### src/rtl/mbus_pkg.sv
package mbus_pkg;
    typedef enum logic [1:0] {
        ST_IDLE  = 2'd0,
        ST_ADDR  = 2'd1,
        ST_READ  = 2'd2,
        ST_WRITE = 2'd3
    } bus_state_t;
endpackage

### src/rtl/mbus_sync.sv
module mbus_sync #(
    parameter int          W      = 8,
    parameter logic [W-1:0] IDLE_V = '0
) (
    input  logic         clk,
    input  logic         rst,
    input  logic [W-1:0] din,
    output logic [W-1:0] dout
);
    logic [W-1:0] stage1;
    logic [W-1:0] stage2;

    always_ff @(posedge clk) begin
        if (rst) begin
            stage1 <= IDLE_V;
            stage2 <= IDLE_V;
        end else begin
            stage1 <= din;
            stage2 <= stage1;
        end
    end

    assign dout = stage2;
endmodule

### src/rtl/mbus_fsm.sv
module mbus_fsm
    import mbus_pkg::*;
#(
    parameter int DW = 8
) (
    input  logic          clk,
    input  logic          rst,
    input  logic          mode_ds,
    input  logic          ale_s,
    input  logic          rd_n_s,
    input  logic          wr_n_s,
    input  logic          ds_s,
    input  logic          rnw_s,
    input  logic [DW-1:0] ad_s,
    output logic [DW-1:0] addr_q,
    output logic          wr_en,
    output logic [DW-1:0] wr_data,
    output logic          drive_en
);
    bus_state_t state, state_nx;
    logic ale_d, wr_n_d, ds_d;
    logic ale_fall, rd_act, wr_act, wr_stop;

    always_comb begin
        ale_fall = ale_d & ~ale_s;
        rd_act   = mode_ds ? (ds_s & rnw_s)  : ~rd_n_s;
        wr_act   = mode_ds ? (ds_s & ~rnw_s) : ~wr_n_s;
        wr_stop  = mode_ds ? (ds_d & ~ds_s)  : (~wr_n_d & wr_n_s);
    end

    always_comb begin
        state_nx = state;
        unique case (state)
            ST_IDLE:  if (ale_fall) state_nx = ST_ADDR;
            ST_ADDR: begin
                if (ale_s)       state_nx = ST_IDLE;
                else if (rd_act) state_nx = ST_READ;
                else if (wr_act) state_nx = ST_WRITE;
            end
            ST_READ:  if (!rd_act) state_nx = ST_IDLE;
            ST_WRITE: if (wr_stop) state_nx = ST_IDLE;
            default:  state_nx = ST_IDLE;
        endcase
    end

    always_ff @(posedge clk) begin
        if (rst) begin
            state  <= ST_IDLE;
            addr_q <= '0;
            ale_d  <= 1'b0;
            wr_n_d <= 1'b1;
            ds_d   <= 1'b0;
        end else begin
            state  <= state_nx;
            ale_d  <= ale_s;
            wr_n_d <= wr_n_s;
            ds_d   <= ds_s;
            if (state == ST_IDLE && ale_fall)
                addr_q <= ad_s;
        end
    end

    always_comb begin
        drive_en = (state == ST_READ);
        wr_en    = (state == ST_WRITE) && wr_stop && (!mode_ds || !rnw_s);
        wr_data  = ad_s;
    end

    // a write commit is a single-cycle event per strobe
    assert_wr_single_R3: assert property (@(posedge clk) disable iff (rst)
        wr_en |=> !wr_en);

    // driver enabled only when a read strobe was active the cycle before
    assert_oe_after_read_R11: assert property (@(posedge clk) disable iff (rst)
        drive_en |-> $past(rd_act));
endmodule

### src/rtl/mbus_regfile.sv
module mbus_regfile #(
    parameter int           DW        = 8,
    parameter logic [7:0]   CTRL_BASE = 8'h10,
    parameter int           CTRL_NUM  = 6,
    parameter int           TEST_IDX  = 5,
    parameter logic [7:0]   SIG_BASE  = 8'h4D,
    parameter int           SIG_NUM   = 3
) (
    input  logic          clk,
    input  logic          rst,
    input  logic          wr_en,
    input  logic [7:0]    addr,
    input  logic [DW-1:0] wr_data,
    output logic [DW-1:0] rd_data,
    output logic          test_en
);
    localparam int TOTAL = CTRL_NUM + SIG_NUM;

    logic [DW-1:0]       regs_q [TOTAL];
    logic [TOTAL-1:0]    hit_vec;
    logic [TOTAL*DW-1:0] flat;
    logic                any_hit;

    for (genvar i = 0; i < TOTAL; i++) begin : g_reg
        localparam logic [7:0] ADR = (i < CTRL_NUM) ? CTRL_BASE + 8'(i)
                                                     : SIG_BASE + 8'(i - CTRL_NUM);
        assign hit_vec[i] = (addr == ADR);
        assign flat[i*DW +: DW] = regs_q[i];
        always_ff @(posedge clk) begin
            if (rst)
                regs_q[i] <= '0;
            else if (wr_en && hit_vec[i])
                regs_q[i] <= wr_data;
        end
    end

    always_comb begin
        rd_data = '0;
        for (int k = 0; k < TOTAL; k++)
            if (hit_vec[k]) rd_data = regs_q[k];
    end

    assign any_hit = |hit_vec;
    assign test_en = |regs_q[TEST_IDX];

    // the cycle after reset every register is zero
    assert_reset_clear_R1: assert property (@(posedge clk) disable iff (rst)
        $past(rst) |-> (flat == '0));

    // unmapped writes leave the whole file unchanged
    assert_unmapped_stable_R8: assert property (@(posedge clk) disable iff (rst)
        (wr_en && !any_hit) |=> $stable(flat));

    // test flag follows the value written to the test register
    assert_test_flag_R9: assert property (@(posedge clk) disable iff (rst)
        (wr_en && hit_vec[TEST_IDX]) |=> (test_en == ($past(wr_data) != '0)));
endmodule

### src/rtl/mbus_regif.sv
module mbus_regif #(
    parameter int DW = 8
) (
    input  logic          clk,
    input  logic          rst,
    input  logic          mode_ds,
    input  logic          ale,
    input  logic          rd_n,
    input  logic          wr_n,
    input  logic          ds,
    input  logic          rnw,
    input  logic [DW-1:0] ad_in,
    output logic [DW-1:0] ad_out,
    output logic          ad_oe,
    output logic          test_en
);
    localparam int SW = DW + 5;
    localparam logic [SW-1:0] SYNC_IDLE = {1'b0, 1'b1, 1'b1, 1'b0, 1'b1, {DW{1'b0}}};

    logic [SW-1:0] raw_v, sync_v;
    logic          ale_s, rd_n_s, wr_n_s, ds_s, rnw_s;
    logic [DW-1:0] ad_s, addr_q, wr_data, rd_data;
    logic          wr_en, drive_en;

    assign raw_v = {ale, rd_n, wr_n, ds, rnw, ad_in};
    assign {ale_s, rd_n_s, wr_n_s, ds_s, rnw_s, ad_s} = sync_v;

    mbus_sync #(.W(SW), .IDLE_V(SYNC_IDLE)) u_sync (
        .clk(clk), .rst(rst), .din(raw_v), .dout(sync_v)
    );

    mbus_fsm #(.DW(DW)) u_fsm (
        .clk(clk), .rst(rst), .mode_ds(mode_ds),
        .ale_s(ale_s), .rd_n_s(rd_n_s), .wr_n_s(wr_n_s),
        .ds_s(ds_s), .rnw_s(rnw_s), .ad_s(ad_s),
        .addr_q(addr_q), .wr_en(wr_en), .wr_data(wr_data), .drive_en(drive_en)
    );

    mbus_regfile #(.DW(DW)) u_regs (
        .clk(clk), .rst(rst), .wr_en(wr_en), .addr(addr_q[7:0]),
        .wr_data(wr_data), .rd_data(rd_data), .test_en(test_en)
    );

    assign ad_oe  = drive_en;
    assign ad_out = drive_en ? rd_data : '0;

    // driver never on while a write commit happens
    assert_no_drive_on_write_R11: assert property (@(posedge clk) disable iff (rst)
        wr_en |-> !ad_oe);
endmodule

### config.mk
export PLATFORM = sky130hd
export DESIGN_NAME = mbus_regif
export DESIGN_NICKNAME = d
export VERILOG_FILES = /design/src/rtl/mbus_pkg.sv /design/src/rtl/mbus_sync.sv /design/src/rtl/mbus_fsm.sv /design/src/rtl/mbus_regfile.sv /design/src/rtl/mbus_regif.sv
export SDC_FILE = /design/constraint.sdc
export NUM_CORES = 1
export LEC_CHECK = 0
export BUFFER_PORTS_ARGS = -buffer_cell sky130_fd_sc_hd__clkbuf_2
export CAP_MARGIN = 10
export CORE_ASPECT_RATIO = 1.75
export CORE_MARGIN = 10
export CORE_UTILIZATION = 55
export CTS_CLUSTER_DIAMETER = 200
export DETAILED_ROUTE_END_ITERATION = 10
export GPL_TIMING_DRIVEN = 0
export PLACE_DENSITY = 0.77
export SLEW_MARGIN = 10
export SYNTH_ARGS = -nofsm -noshare
export SYNTH_HDL_FRONTEND = slang
export SYNTH_SLANG_ARGS = --single-unit
### constraint.sdc
create_clock -name clk -period 2.7 [get_ports clk]
set_input_delay 0.27 -clock clk [delete_from_list [all_inputs] [get_ports clk]]
set_output_delay 0.27 -clock clk [all_outputs]
set_load 0.02 [all_outputs]
==> results.cfg, run 1 <==
[global_routing]
grt_antenna_before_repair = 0
grtUsageTotal_pct = 17.2
grt_pass1_wl_um = 18000
grt_max_degree = 18
grt_pass1_vias = 3488
grt_remaining_overflow = 0

[setup_path]
slowest_delay_ns = 0.53
crit_type = reg -> out
cpMaxStageDelayCell = or4b_4
critPathMaxFanout = 10
startpoint_type = flip-flop
path_cells = or4b_4 > buf_6 > nor3_4 > a221oi_1 > nor4b_2 > buf_4
cp.required_ns = 2.43
r2r_cells = 4
cp_data_arrival_time_ns = 2.36
cp-end-kind = primary output

[routing]
drtIter0Drc = 328
routed_wirelength_um = 11400
avgViaCountPerCell = 5.85
route.detailed.drc = 0
vias = 3416
wl_per_cell_um = 19.5
ant_nets = 0
drtPass1Iterations = 5

[logic_synthesis]
synth_cell_types = 49
ys_seq_elements = 111
synth_area_um2 = 5030
synth_area_leaders = edfxtp_1 (43%), dfxtp_1 (16%), and2_1 (9.3%)
synth-edff-count = 72
synthCells = 422
ys.flop_type = edfxtp_1
syn_avg_cell_area_um2 = 11.9
yosysTopAreaCell = edfxtp_1
synth_top_area_share_pct = 43.0
yosysWarnings = 0
syn_nets = 438
async_reset_ff_share_pct = 0
yosysSeqAreaShare_pct = 58.5

[cts]
clk_path_buf_depth = 2
cts_buffers = 9
insertion_delay_ns = 0.35
postCtsHoldBufs = 0
cts_tree = yes
htree_levels = 3
clk_pin_slew_ns = 0.07
clock-sinks = 111
root_buffer = clkbuf_16

[power_and_ir_drop]
clock_power_share_pct = 38.5
combPwrFrac_pct = 3.3
p_sw_mw = 0.679
power.internal_mw = 2.58
p_leak_nw = 2.02
swShare_pct = 20.8
power_frac_seq_pct = 58.1
power_density_nw_per_um2 = 567
ir_worst_vdd_uv = 470

[timing]
slew_viol_final = 0
tns_ns = 0
max_slew_margin_pct = 48.2
tightestPinTransition_ns = 0.772
fin_skew_ns = 0.0109
period_needed_ns = 2.63
hold_viol_final = 0
fmax_mhz = 380
setup_viol_count_final = 0
hold_slack_ns = 0.104
layout_setup_ws_ns = 0.0709
period_share_pct = 97.4

[floorplanning]
die_area_um2 = 13500
ios = 26
rows = 46
fp.coreArea_um2 = 8980
die_x_um = 92.3
die_h_um = 147
start_util_pct = 56.1

[place]
place_congestion = 0.943
port_buffers = 25
pre_cts_slack_ns = -0.344
place_hpwl_um = 8230
post_dp_cell_area_um2 = 5310

[final_layout]
final_area_um2 = 5750
fillers = 689
area_growth_pct = 14.2
nets = 475
final_cell_mix = and2_1 (75), edfxtp_1 (72), dfxtp_1 (39)
final_common_cell = and2_1
antennaDiodeCount = 0
drive_gt1_share_pct = 21.6
fin_util_pct = 64.0

[hold_path]
min_delay_path_depth = 2
hold_class = in -> reg

[run]
cap_violations = 0

[status]
outcome = finished, final reports clean
routing by layer:
metal / global-route usage, % / up-vias / wire length, um
met3: 3.85 / 36 / 661
li1: - / 1602 / -
met5: 0 / - / 0
met1: 17.6 / 1646 / 4010
met2: 31.1 / 132 / 6140
met4: 9.69 / 0 / 576
Yosys cell counts, types with 2 or more instances:
cell type and number:
nor3_1 9, dfxtp_1 39, o31ai_1 9, nor3_2 6, or2_2 7, a21boi_0 4
a21o_1 2, and3b_1 2, a21oi_1 14, mux4_2 6, inv_1 6, nand2_1 27
a22oi_1 4, nor4_1 4, nor2_1 4, mux2i_1 8, nand4_1 4, nor3_4 4
edfxtp_1 72, o211ai_1 12, o2111ai_1 4, and2_1 75, nor3b_1 6, buf_6 2
a2bb2oi_1 2, clkbuf_1 20, mux2_2 4, nand2b_1 5, nand3_1 5, o21ai_0 9
buf_2 3, nor2b_1 26, a31oi_1 2
final timing paths:
| path | from | slack [ns] | to |
|---|---|---|---|
| worst min-delay path | rnw | 0.10 | u_sync.stage1[8]$_SDFF_PP1_ |
| worst min register to register | u_sync.stage1[8]$_SDFF_PP1_ | 0.41 | u_sync.dout[8]$_SDFF_PP1_ |
| worst max register to register | u_fsm.addr_q[5]$_SDFFE_PP0P_ | 0.22 | u_regs.regs_q[5][4]$_SDFFCE_PN0P_ |
| worst max-delay path | u_fsm.addr_q[5]$_SDFFE_PP0P_ | 0.07 | ad_out[4] |
state kept, by name, summed over array words and instances (netlist names):
register / cells
u_fsm.addr_q: 8
u_fsm.ale_d: 1
u_fsm.ds_d: 1
u_fsm.state: 2
u_fsm.wr_n_d: 1
u_regs.regs_q: 72
u_sync.dout: 13
u_sync.stage1: 13
kinds of logic after synthesis:
family	Yosys count	share of synthesized area (%)
AND/OR/NAND/NOR	192	23.9
AO/OA/AOI/OAI	68	9.67
buffers and inverters	33	2.83
flip-flops	111	58.5
multiplexers	18	5.17
power by group through the flow:
stage | Sequential (mW) | Clock [mW] | Combinational [mW]
2_1_floorplan | 1.91 | 0 | 0.0691
3_3_place_gp | 1.93 | 0 | 0.0988
3_5_place_dp | 1.93 | 0 | 0.102
4_1_cts | 1.90 | 1.27 | 0.103
5_1_grt | 1.90 | 1.35 | 0.121
6_report | 1.90 | 1.26 | 0.109
stage by stage:
stage / power, mW / cells
3_5_place_dp: 2.04 / 567
5_1_grt: 3.37 / 584
6_report: 3.26 / 584
3_3_place_gp: 2.03 / 567
2_1_floorplan: 1.98 / 422
4_1_cts: 3.27 / 583
final cells by class:
cell class / count / area [um^2] / area share, %
clock buffers: 11 / 254 / 4.42
multi-input cells: 278 / 2060 / 35.9
repair buffers: 28 / 150 / 2.61
flip-flops and latches: 111 / 2940 / 51.2
well taps: 120 / 150 / 2.61
inverters: 7 / 26.3 / 0.457
plain buffers: 24 / 129 / 2.24
clock inverters: 5 / 30.0 / 0.523
what timing repair did:
| action | in CTS | in global routing |
|---|---|---|
| resized for setup | 5 | 31 |
| buffers inserted | 0 | 3 |
| endpoints found under the setup margin | 80 | 80 |
| pin swaps | 0 | 2 |
critical path, delay by kind of cell, from the launching register on:
kind,cells,cell delay (ns)
AND/OR/NAND/NOR,3,1.11
AO/OA/AOI/OAI,1,0.17
flip-flops,1,0.37
buffers and inverters,2,0.36
(Power assumes the default switching activity.)
==> inputs of run 2 (changes only) <==
- CORE_UTILIZATION: 55 -> 40
- PLACE_DENSITY: 0.77 -> 0.59
==> run 2 against run 1 <==
Cell area is 0.78% higher. Utilization shrank 17 points. Die area is 30% higher. Count of clock-buffer cells in the layout fell by 1. Non-clock buffer count up 1. Cell count is 8.4% higher. Clock power is 5% higher. First-iteration DRC count down 43%. Global-route usage shrank 3.0 points. Clock skew down 0.0014 ns. Wire length up 7.3%. Highest routed layer unchanged.
==> results.cfg, run 2 (synthesis gave the netlist of run 1 again) <==
[timing]
tightestPinTransition_ns = 0.864
hold_viol_final = 0
slew_viol_final = 0
layout_setup_ws_ns = 0.0318
period_needed_ns = 2.67
fmax_mhz = 375
max_slew_margin_pct = 42.0
setup_viol_count_final = 0
tns_ns = 0
period_share_pct = 98.8
rsz0062_at_grt = yes
fin_skew_ns = 0.00950

[final_layout]
drive_gt1_share_pct = 21.9
fin_util_pct = 46.6
area_growth_pct = 15.1
final_cell_mix = and2_1 (75), edfxtp_1 (72), dfxtp_1 (39)
nets = 476
final_cells = 633
final_common_cell = and2_1
antennaDiodeCount = 0
largest_register_ffs = 72
top_register = u_regs.regs_q
final_area_um2 = 5790

[place]
port_buffers = 25
pre_cts_slack_ns = -0.432
post_dp_cell_area_um2 = 5400
place_congestion = 0.888
place_hpwl_um = 8830
dp_cells = 616

[setup_path]
reg2reg_from = u_fsm.addr_q[5]$_SDFFE_PP0P_
critPathMaxFanout = 10
startpoint_type = flip-flop
crit_type = reg -> reg
r2r_slack_ns = 0.03
cp_data_arrival_time_ns = 2.65
r2r_cells = 5
cp.required_ns = 2.68
reg2reg_to = u_regs.regs_q[3][5]$_SDFFCE_PN0P_
cp-end-kind = flip-flop

[hold_path]
min_delay_path_depth = 2
worstHoldStart = rnw
min_to = u_sync.stage1[8]$_SDFF_PP1_
hold_class = in -> reg

[floorplanning]
ios = 26
die_area_um2 = 17600
start_util_pct = 40.5
die_h_um = 168
fp.coreArea_um2 = 12400
rows = 54
die_x_um = 105

[run]
cap_violations = 0

[status]
outcome = finished, final reports clean

[routing]
drtIter0Drc = 187
vias = 3334
avgViaCountPerCell = 5.27
wl_per_cell_um = 19.3
ant_nets = 0
drtPass1Iterations = 4
routed_wirelength_um = 12200
route.detailed.drc = 0

[global_routing]
grt_pass1_vias = 3432
grt_remaining_overflow = 0
grtUsageTotal_pct = 14.2
grt_pass1_wl_um = 19200
grt_max_degree = 21
grt_antenna_before_repair = 0

[cts]
htree_levels = 3
clk_pin_slew_ns = 0.08
root_buffer = clkbuf_16
clk_path_buf_depth = 2
insertion_delay_ns = 0.35
clock-sinks = 111
cts_tree = yes
cts_buffers = 9

[power_and_ir_drop]
p_leak_nw = 2.03
power_density_nw_per_um2 = 574
ir_worst_vdd_uv = 324
run 2: changes by cell type in the layout (fill, tap and decap cells not counted), sizes merged:
cell	change
inv	+5
clkinv	-4
run 2: layer usage:
layer  up-vias  share of wire, %  GRT usage [%]
li1       1599                 -              -
met1      1624                38           14.8
met2        86                55           26.5
met3        25               3.8           2.64
met4         0               3.5           6.71
met5         -                 0              0
run 2: worst max-delay path by stage:
stage	startpoint	end	slack, ns	depth (start not counted)
global placement	mode_ds	u_regs.regs_q[0][0]$_SDFFCE_PN0P_	-0.49	4
floorplan	u_fsm.addr_q[3]$_SDFFE_PP0P_	u_regs.regs_q[0][0]$_SDFFCE_PN0P_	0.12	5
finish	u_fsm.addr_q[5]$_SDFFE_PP0P_	u_regs.regs_q[3][5]$_SDFFCE_PN0P_	0.03	5
detailed placement	mode_ds	u_regs.regs_q[8][0]$_SDFFCE_PN0P_	-0.43	4
CTS	u_sync.dout[10]$_SDFF_PP1_	u_regs.regs_q[3][7]$_SDFFCE_PN0P_	-0.15	3
global route	u_fsm.addr_q[5]$_SDFFE_PP0P_	u_regs.regs_q[2][7]$_SDFFCE_PN0P_	-0.06	5
run 2: where the power goes:
group	switching (mW)	leakage (nW)	internal, mW
sequential	0.0369	1.06	1.86
clock	0.643	0.151	0.679
combinational	0.0664	0.812	0.0437
run 2: worst max-delay path: stages, from the launching register on:
cell     delay (ns)
dfxtp_1        0.36
or4b_4         0.53
buf_6          0.16
or3_1          0.32
buf_6          0.17
o31ai_2        0.75
run 2: area by class of cell:
class | count | area [um^2]
inverters | 7 | 26.3
well taps | 168 | 210
repair buffers | 29 | 155
flip-flops and latches | 111 | 2940
plain buffers | 24 | 130
fillers | 1200 | 6640
clock buffers | 10 | 239
clock inverters | 6 | 57.6
multi-input cells | 278 | 2030
run 2: per-stage QoR:
step	total power [mW]	hold WS (ns)
after floorplan	1.98	0.374
after global placement	2.04	0.392
after detailed placement	2.04	0.397
after CTS	3.34	0.0840
after global routing	3.41	0.0878
final	3.33	0.0926
run 2: what timing repair did:
item | in CTS | in global routing
hold buffers | 0 | 0
endpoints found under the setup margin | 72 | 48
buffers inserted | 2 | 0
resized for setup | 16 | 11
==> inputs of run 3 (changes only) <==
- RECOVER_POWER: unset -> 50
==> run 3 against run 2 <==
Wire length grew 0.14%. First-iteration DRC count grew 26%. Via count shrank 0.51%. Utilization shrank 0.28 points. Clock skew is essentially flat. Hold slack gained 0.0022 ns. Die area is the same. Worst setup slack lost 0.012 ns. Clock power is essentially flat.
==> results.cfg, run 3 (synthesis gave the netlist of run 1 again) <==
[status]
outcome = finished, final reports clean

[hold_path]
min_to = u_sync.stage1[8]$_SDFF_PP1_
hold_class = in -> reg
worstHoldStart = rnw
min_delay_path_depth = 2

[routing]
avgViaCountPerCell = 5.24
vias = 3317
route.detailed.drc = 0
wl_per_cell_um = 19.3
drtIter0Drc = 236
routed_wirelength_um = 12200
drtPass1Iterations = 4
ant_nets = 0

[cts]
clk_path_buf_depth = 2
insertion_delay_ns = 0.35
clk_pin_slew_ns = 0.08
cts_buffers = 9
htree_levels = 3
postCtsHoldBufs = 0
cts_tree = yes
root_buffer = clkbuf_16
clock-sinks = 111

[timing]
setup_viol_count_final = 0
fmax_mhz = 373
slew_viol_final = 0
period_needed_ns = 2.68
rsz0062_at_grt = yes
period_share_pct = 99.3
hold_viol_final = 0
tightestPinTransition_ns = 0.872
fin_skew_ns = 0.00927
hold_slack_ns = 0.0948
max_slew_margin_pct = 41.5

[power_and_ir_drop]
ir_worst_vdd_uv = 324
clock_power_share_pct = 39.7
p_sw_mw = 0.743
combPwrFrac_pct = 3.3
power_frac_seq_pct = 57.0
power_density_nw_per_um2 = 577
p_leak_nw = 1.99
power.internal_mw = 2.58
swShare_pct = 22.4

[setup_path]
path_cells = or4b_4 > buf_6 > or3_1 > buf_6 > o31ai_2
startpoint_type = flip-flop
cpMaxStageDelayCell = o31ai_2
critPathMaxFanout = 10
cp_num_buf_inv = 2
reg2reg_to = u_regs.regs_q[3][7]$_SDFFCE_PN0P_
cp_data_arrival_time_ns = 2.65
crit_type = reg -> reg
cp-end-kind = flip-flop
crit_top_cell = buf_6
cp_top_family = simple AND/OR/NAND/NOR gates
r2r_cells = 5
reg2reg_from = u_fsm.addr_q[5]$_SDFFE_PP0P_
cp.required_ns = 2.67
r2r_slack_ns = 0.02
slowest_delay_ns = 0.76

[floorplanning]
ios = 26
die_area_um2 = 17600
start_util_pct = 40.5
rows = 54
die_h_um = 168
die_x_um = 105
fp.coreArea_um2 = 12400

[place]
place_hpwl_um = 8830
dp_cells = 616
port_buffers = 25
place_congestion = 0.888

[final_layout]
final_cell_mix = edfxtp_1 (72), and2_1 (47), dfxtp_1 (39)
nets = 476
final_cells = 633
area_growth_pct = 14.4
top_register = u_regs.regs_q
drive_gt1_share_pct = 20.4
antennaDiodeCount = 0
final_common_cell = edfxtp_1
fillers = 1205
largest_register_ffs = 72

[global_routing]
grt_pass1_wl_um = 19200
grt_max_degree = 21
grt_antenna_before_repair = 0
grt_remaining_overflow = 0
grtUsageTotal_pct = 14.2
grt_pass1_vias = 3432

[run]
cap_violations = 0
run 3: worst max path at each step:
stage                                       startpoint                                 to  slack, ns  cells after the start
after floorplan           u_fsm.addr_q[3]$_SDFFE_PP0P_  u_regs.regs_q[0][0]$_SDFFCE_PN0P_       0.12                      5
after global placement                         mode_ds  u_regs.regs_q[0][0]$_SDFFCE_PN0P_      -0.49                      4
after detailed placement                       mode_ds  u_regs.regs_q[8][0]$_SDFFCE_PN0P_      -0.43                      4
after CTS                   u_sync.dout[10]$_SDFF_PP1_  u_regs.regs_q[3][7]$_SDFFCE_PN0P_      -0.15                      3
after global routing      u_fsm.addr_q[5]$_SDFFE_PP0P_  u_regs.regs_q[2][7]$_SDFFCE_PN0P_      -0.06                      5
final                     u_fsm.addr_q[5]$_SDFFE_PP0P_  u_regs.regs_q[3][7]$_SDFFCE_PN0P_       0.02                      5
run 3: timing repair:
action / in CTS / in global routing
setup buffers: 2 / 0
resized for setup: 16 / 11
endpoints found under the hold margin: 0 / 0
cloned: 0 / 0
setup endpoints to repair: 72 / 48
run 3: worst register-to-register path: cells and delay by family (launching register included):
kind / cells / cell delay (ns)
AND/OR/NAND/NOR: 2 / 0.85
AO/OA/AOI/OAI: 1 / 0.77
flip-flops: 1 / 0.36
buffers and inverters: 2 / 0.33
run 3: routing by layer:
layer	share of wire [%]	GRT usage, %	vias up
met5	0	0	-
met4	3.4	6.71	0
met3	4.0	2.64	28
met2	54	26.5	85
met1	38	14.8	1608
li1	-	-	1596
run 3: per-stage QoR:
stage	power (mW)	instance area (um^2)	util, %	worst slack [ns]	setup TNS (ns)
after detailed placement	2.04	5400	43.4	-0.432	-17.12
after global routing	3.41	5760	46.3	-0.0635	-0.820
after CTS	3.34	5760	46.3	-0.150	-4.38
after floorplan	1.98	5030	-	0.124	0
after global placement	2.04	5370	43.2	-0.488	-21.72
final	3.32	5760	46.3	0.0195	0
run 3: cell type report:
| class | count | area (um^2) | area share, % |
|---|---|---|---|
| plain buffers | 24 | 129 | 2.24 |
| well taps | 168 | 210 | 3.65 |
| flip-flops and latches | 111 | 2940 | 51.1 |
| clock inverters | 6 | 57.6 | 1.00 |
| inverters | 7 | 26.3 | 0.456 |
| multi-input cells | 278 | 2000 | 34.7 |
| clock buffers | 10 | 239 | 4.15 |
| repair buffers | 29 | 153 | 2.65 |
run 3: power groups by stage:
stage,combinational [mW],sequential [mW],clock (mW)
6_report,0.109,1.89,1.32
5_1_grt,0.122,1.90,1.39
4_1_cts,0.111,1.89,1.34
3_5_place_dp,0.108,1.93,0
3_3_place_gp,0.104,1.93,0
2_1_floorplan,0.0691,1.91,0
